==> config.mk <==
export PLATFORM = sky130hd
export DESIGN_NAME = dmac_hostif
export DESIGN_NICKNAME = d
export VERILOG_FILES = /design/src/rtl/dmac_pkg.sv /design/src/rtl/dmac_chan.sv /design/src/rtl/dmac_ctrl.sv /design/src/rtl/dmac_hostif.sv
export SDC_FILE = /design/constraint.sdc
export NUM_CORES = 1
export LEC_CHECK = 0
export BUFFER_PORTS_ARGS = -buffer_cell sky130_fd_sc_hd__clkbuf_2
export CORE_MARGIN = 4
export CORE_UTILIZATION = 55
export DETAILED_ROUTE_END_ITERATION = 7
export PLACE_DENSITY = 0.84
export SLEW_MARGIN = 5
export SYNTH_ARGS = -nofsm -noshare
export SYNTH_HDL_FRONTEND = slang
export SYNTH_SLANG_ARGS = --single-unit
==> constraint.sdc <==
create_clock -name clk -period 3.5 [get_ports clk]
set_input_delay 0.525 -clock clk [delete_from_list [all_inputs] [get_ports clk]]
set_output_delay 0.525 -clock clk [all_outputs]
set_load 0.01 [all_outputs]
==> src/rtl/dmac_pkg.sv <==
package dmac_pkg;
    localparam int unsigned NCH = 4;
    localparam int unsigned CHW = $clog2(NCH);
    localparam int unsigned DW  = 8;
    localparam int unsigned RW  = 2 * DW;
    localparam int unsigned MW  = DW - CHW;

    typedef enum logic [3:0] {
        OFF_STAT_CMD = 4'h8,
        OFF_REQUEST  = 4'h9,
        OFF_ONE_MASK = 4'hA,
        OFF_MODE     = 4'hB,
        OFF_PTR_CLR  = 4'hC,
        OFF_TMP_MRST = 4'hD,
        OFF_MASK_CLR = 4'hE,
        OFF_ALL_MASK = 4'hF
    } ctl_off_e;

    typedef struct packed {
        logic [RW-1:0] base_addr;
        logic [RW-1:0] cur_addr;
        logic [RW-1:0] base_cnt;
        logic [RW-1:0] cur_cnt;
        logic [MW-1:0] mode;
    } chan_regs_t;

    function automatic logic [RW-1:0] put_byte(input logic [RW-1:0] w,
                                               input logic hi,
                                               input logic [DW-1:0] b);
        return hi ? {b, w[DW-1:0]} : {w[RW-1:DW], b};
    endfunction

    function automatic logic [DW-1:0] get_byte(input logic [RW-1:0] w,
                                               input logic hi);
        return hi ? w[RW-1:DW] : w[DW-1:0];
    endfunction
endpackage

==> src/rtl/dmac_chan.sv <==
module dmac_chan
    import dmac_pkg::*;
(
    input  logic             clk,
    input  logic             rst,
    input  logic             host_addr_we,
    input  logic             host_cnt_we,
    input  logic             ptr,
    input  logic [DW-1:0]    wdata,
    input  logic             mode_we,
    input  logic [MW-1:0]    mode_val,
    input  logic             upd_we,
    input  logic [RW-1:0]    upd_addr,
    input  logic [RW-1:0]    upd_count,
    output chan_regs_t       regs
);
    chan_regs_t nxt;

    always_comb begin
        nxt = regs;
        if (upd_we) begin
            nxt.cur_addr = upd_addr;
            nxt.cur_cnt  = upd_count;
        end
        if (host_addr_we) begin
            nxt.cur_addr  = put_byte(nxt.cur_addr, ptr, wdata);
            nxt.base_addr = put_byte(regs.base_addr, ptr, wdata);
        end
        if (host_cnt_we) begin
            nxt.cur_cnt  = put_byte(nxt.cur_cnt, ptr, wdata);
            nxt.base_cnt = put_byte(regs.base_cnt, ptr, wdata);
        end
        if (mode_we)
            nxt.mode = mode_val;
    end

    always_ff @(posedge clk) begin
        if (rst) regs <= '0;
        else     regs <= nxt;
    end
endmodule

==> src/rtl/dmac_ctrl.sv <==
module dmac_ctrl
    import dmac_pkg::*;
(
    input  logic           clk,
    input  logic           rst,
    input  logic           ch_access,
    input  logic           ptr_clr,
    input  logic           mrst,
    input  logic           mask_clr,
    input  logic           cmd_we,
    input  logic           req_we,
    input  logic           one_mask_we,
    input  logic           all_mask_we,
    input  logic [DW-1:0]  wdata,
    input  logic [DW-1:0]  sts_set,
    input  logic [DW-1:0]  sts_clr,
    input  logic           tmp_we,
    input  logic [DW-1:0]  tmp_data,
    output logic           ptr,
    output logic [DW-1:0]  cmd,
    output logic [DW-1:0]  req,
    output logic [DW-1:0]  status,
    output logic [DW-1:0]  tmp,
    output logic [NCH-1:0] mask
);
    always_ff @(posedge clk) begin
        if (rst || mrst) begin
            ptr    <= 1'b0;
            cmd    <= '0;
            req    <= '0;
            status <= '0;
            tmp    <= '0;
            mask   <= '1;
        end else begin
            if (ptr_clr)        ptr <= 1'b0;
            else if (ch_access) ptr <= ~ptr;
            if (cmd_we) cmd <= wdata;
            if (req_we) req <= wdata;
            if (tmp_we) tmp <= tmp_data;
            status <= (status & ~sts_clr) | sts_set;
            if (mask_clr)
                mask <= '0;
            else if (all_mask_we)
                mask <= wdata[NCH-1:0];
            else if (one_mask_we)
                mask[wdata[CHW-1:0]] <= wdata[CHW];
        end
    end
endmodule

==> src/rtl/dmac_hostif.sv <==
module dmac_hostif
    import dmac_pkg::*;
(
    input  logic                clk,
    input  logic                rst,
    input  logic [3:0]          bus_addr,
    input  logic                bus_wr,
    input  logic                bus_rd,
    input  logic [DW-1:0]       bus_wdata,
    output logic [DW-1:0]       bus_rdata,
    output logic [NCH*RW-1:0]   eng_cur_addr,
    output logic [NCH*RW-1:0]   eng_cur_count,
    output logic [NCH*RW-1:0]   eng_base_addr,
    output logic [NCH*RW-1:0]   eng_base_count,
    output logic [NCH*MW-1:0]   eng_mode,
    output logic [NCH-1:0]      eng_mask,
    output logic [DW-1:0]       eng_cmd,
    output logic [DW-1:0]       eng_req,
    output logic [DW-1:0]       eng_status,
    input  logic                upd_we,
    input  logic [CHW-1:0]      upd_ch,
    input  logic [RW-1:0]       upd_addr,
    input  logic [RW-1:0]       upd_count,
    input  logic [DW-1:0]       sts_set,
    input  logic [DW-1:0]       sts_clr,
    input  logic                tmp_we,
    input  logic [DW-1:0]       tmp_data
);
    chan_regs_t    ch_regs [NCH];
    logic          byte_ptr;
    logic [DW-1:0] tmp_q;
    logic          ch_area;
    logic          ch_access;
    logic          ch_wr;

    assign ch_area   = ~bus_addr[3];
    assign ch_access = ch_area & (bus_rd | bus_wr);
    assign ch_wr     = ch_area & bus_wr;

    function automatic logic wr_at(input ctl_off_e o, input logic [3:0] a, input logic w);
        return w && (a == o);
    endfunction

    for (genvar c = 0; c < NCH; c++) begin : g_ch
        logic hit;
        assign hit = ch_wr && (bus_addr[CHW:1] == CHW'(c));
        dmac_chan u_ch (
            .clk          (clk),
            .rst          (rst),
            .host_addr_we (hit && !bus_addr[0]),
            .host_cnt_we  (hit && bus_addr[0]),
            .ptr          (byte_ptr),
            .wdata        (bus_wdata),
            .mode_we      (wr_at(OFF_MODE, bus_addr, bus_wr) && (bus_wdata[CHW-1:0] == CHW'(c))),
            .mode_val     (bus_wdata[DW-1:CHW]),
            .upd_we       (upd_we && (upd_ch == CHW'(c))),
            .upd_addr     (upd_addr),
            .upd_count    (upd_count),
            .regs         (ch_regs[c])
        );
        assign eng_cur_addr[c*RW +: RW]   = ch_regs[c].cur_addr;
        assign eng_cur_count[c*RW +: RW]  = ch_regs[c].cur_cnt;
        assign eng_base_addr[c*RW +: RW]  = ch_regs[c].base_addr;
        assign eng_base_count[c*RW +: RW] = ch_regs[c].base_cnt;
        assign eng_mode[c*MW +: MW]       = ch_regs[c].mode;
    end

    dmac_ctrl u_ctrl (
        .clk         (clk),
        .rst         (rst),
        .ch_access   (ch_access),
        .ptr_clr     (wr_at(OFF_PTR_CLR,  bus_addr, bus_wr)),
        .mrst        (wr_at(OFF_TMP_MRST, bus_addr, bus_wr)),
        .mask_clr    (wr_at(OFF_MASK_CLR, bus_addr, bus_wr)),
        .cmd_we      (wr_at(OFF_STAT_CMD, bus_addr, bus_wr)),
        .req_we      (wr_at(OFF_REQUEST,  bus_addr, bus_wr)),
        .one_mask_we (wr_at(OFF_ONE_MASK, bus_addr, bus_wr)),
        .all_mask_we (wr_at(OFF_ALL_MASK, bus_addr, bus_wr)),
        .wdata       (bus_wdata),
        .sts_set     (sts_set),
        .sts_clr     (sts_clr),
        .tmp_we      (tmp_we),
        .tmp_data    (tmp_data),
        .ptr         (byte_ptr),
        .cmd         (eng_cmd),
        .req         (eng_req),
        .status      (eng_status),
        .tmp         (tmp_q),
        .mask        (eng_mask)
    );

    always_comb begin
        chan_regs_t sel;
        sel = ch_regs[bus_addr[CHW:1]];
        bus_rdata = '1;
        if (ch_area)
            bus_rdata = get_byte(bus_addr[0] ? sel.cur_cnt : sel.cur_addr, byte_ptr);
        else begin
            case (bus_addr)
                OFF_STAT_CMD: bus_rdata = eng_status;
                OFF_TMP_MRST: bus_rdata = tmp_q;
                OFF_ALL_MASK: bus_rdata = {{(DW-NCH){1'b0}}, eng_mask};
                default:      bus_rdata = '1;
            endcase
        end
    end
endmodule

==> qor.csv <==
metric;value;unit
overflow;0;
wirelength;53390;um
cp_data_arrival_time;2.54;ns
start_kind;input port;
r2r-start;u_ctrl.ptr;
netlist.top_cell.by_area;dfxtp_1;
holdCritPathClass;in2reg;
worstHoldStart;sts_set[0];
synth.distinct_cells;45;
seq_area_frac_synth;46.51;%
antenna_found_initial;4;
netlist_instances;1526;
clock_path_buffers;3;
io_buffer_count;391;
finalHoldViolations;0;
grt_first_pass_wirelength;75810;um
cts_tree;done;
ctsResizeCount;0;
drtIter0Drc;1564;
status;finished, final reports clean;
fmax;0.3261;GHz
setup_violations;0;
synth_common_cells;406 x nand2_1, 317 x dfxtp_1, 270 x a21oi_1;
dieArea;27390;um2
p_clk_share;46.3;%
netlist_top_cells_area;dfxtp_1 47%, nand2_1 11%, a21oi_1 9.9%, mux2_2 8.9%, mux2i_1 6.1%;
power.leakage;7.273;nW
cts_made_buffers;34;
firstDrtPassIters;6;
fin_worst_skew;0.02363;ns
critical_path_class;in2out;
power_density;510.5;nW/um2
ys_ff_latch;317;
syn-num-nets;1602;
start_util;55.95;%
final_antenna_net_count;0;
drc_errors;0;
syn_avg_cell_area;8.942;um2
cp_max_fo;41;
rsz0062_at_grt;false;
boundaryPins;392;
required;2.97;ns
critPathCaptureType;output port;
hpwl;38460;um
slew_viol_final;0;
ir_worst_vdd;0.3862;mV
clkSinkCount;317;
worstSkewPairLatency;0.52;ns
nets;1922;
syn_area;13650;um2
post-route-min-period;3.066;ns
grtUsageTotal;37.06;%
crit_start;bus_addr[1];
h-tree-depth;2;
final_cells;2193;
hold_buffers;0;
grt_max_degree;140;
cap_violations;0;
pwr-share-seq;44.4;%
fin_tns_setup;0;ns
min_period_over_period;87.61;%
path_clk_slew;0.06;ns
wl_per_cell;24.34;um
vias;13240;
rows;57;
ys.flop_type;dfxtp_1;
area_growth;23.16;%
combPwrFrac;9.3;%
p_switching;0.002076;W
power.internal;0.006504;W
die_h;165.5;um
cts-root-buf;clkbuf_16;
cts_setup_buffers;0;
vias_per_cell;6.036;
core_area;24390;um2
tightest_slew;0.9556;ns
p_sw_share;24.19;%
synth_top_area_share;46.51;%
yosysMostFrequentCell;nand2_1;
die_w;165.5;um
slew_headroom;36.29;%
gp_congestion;0.9902;
dp.cells;2134;
grt_pass1_vias;12500;
drive_gt1_share;32.30;%
synth-async-reset-ratio;0;%
synth-edff-count;0;
synth_warnings;0;
registers in the layout (all words and copies together), names as in the netlist:
name            count
u_ctrl.cmd          8
u_ctrl.req          8
u_ctrl.ptr          1
g_ch.u_ch.regs    280
u_ctrl.tmp          8
u_ctrl.status       8
u_ctrl.mask         4
power by group through the flow:
stage	clock network [W]	logic, W	registers (W)
floorplan	0	0.000450	0.00386
global placement	0	0.000764	0.00388
detailed placement	0	0.000777	0.00388
CTS	0.00400	0.000784	0.00380
global route	0.00414	0.000845	0.00381
finish	0.00397	0.000799	0.00381
layer usage:
metal	up-vias	GRT usage [%]	part of all wire [%]
met2	905	60.54	46
met1	6256	45.72	36
li1	5870	-	-
met4	4	19.16	5.9
met5	-	0	0.079
met3	201	8.761	12
worst paths after layout:
| check | to | slack, ns | depth (start not counted) |
|---|---|---|---|
| setup / recovery | bus_rdata[3] | 0.43 | 7 |
| hold / removal | u_ctrl.status[0] | 0.24 | 3 |
| setup reg to reg | g_ch[3].u_ch.regs[31] | 1.44 | 4 |
| hold reg to reg | g_ch[2].u_ch.regs[26] | 0.45 | 2 |
cell families after synthesis:
logic type | synth area share (%)
simple gates | 16.86
flops | 46.51
compound gates | 12.01
mux | 20.20
buf+inv | 4.420
cells in the final DEF (no fill, tap or decap), drive strengths merged, types with 2 or more instances in the layout:
cell type | synthesis | routed
a22oi | 9 | 9
nor2 | 62 | 62
o221ai | 8 | 8
clkbuf | 48 | 433
and2 | 14 | 14
nand3b | 3 | 3
clkinv | 0 | 5
mux4 | 19 | 19
diode | 0 | 2
nand3 | 17 | 17
nor2b | 10 | 10
and3 | 5 | 5
mux2i | 83 | 83
or3 | 3 | 3
nand2 | 407 | 407
mux2 | 133 | 133
dfxtp | 317 | 317
buf | 73 | 15
or2 | 2 | 2
and4bb | 2 | 2
nor4b | 2 | 2
o211ai | 6 | 6
nand2b | 3 | 3
inv | 9 | 10
o21ai | 6 | 6
a21oi | 270 | 270
a31oi | 3 | 3
nor3 | 4 | 4
bufinv | 0 | 8
stage by stage:
stage / util [%] / instance area (um2) / hold WS, ns / total power, W / worst slack [ns]
6_report: 68.90 / 16810 / 0.2402 / 0.008579 / 0.4338
4_1_cts: 68.88 / 16800 / 0.2313 / 0.008581 / 0.5078
2_1_floorplan: - / 13650 / 0.4520 / 0.004312 / 1.253
5_1_grt: 68.90 / 16810 / 0.2481 / 0.008789 / 0.4343
3_5_place_dp: 63.85 / 15570 / 0.4467 / 0.004658 / 0.5096
3_3_place_gp: 63.85 / 15570 / 0.4429 / 0.004643 / 0.5295
critical path, stage by stage:
cell and delay [ns]:
buf_4 0.50, buf_4 0.35, mux2i_1 0.44, a22oi_1 0.16, nand3_1 0.16, o211ai_1 0.17, clkbuf_2 0.18
layout make-up:
| class | count | area [um2] |
|---|---|---|
| well taps | 324 | 405.4 |
| inverters | 9 | 33.78 |
| diodes | 2 | 5.005 |
| repair buffers | 405 | 2086 |
| multi-input cells | 1079 | 6703 |
| fillers | 2005 | 7585 |
| flip-flops and latches | 317 | 6346 |
| clock buffers | 43 | 945.9 |
| clock inverters | 14 | 281.5 |
Power figures use the tool's default switching activity.
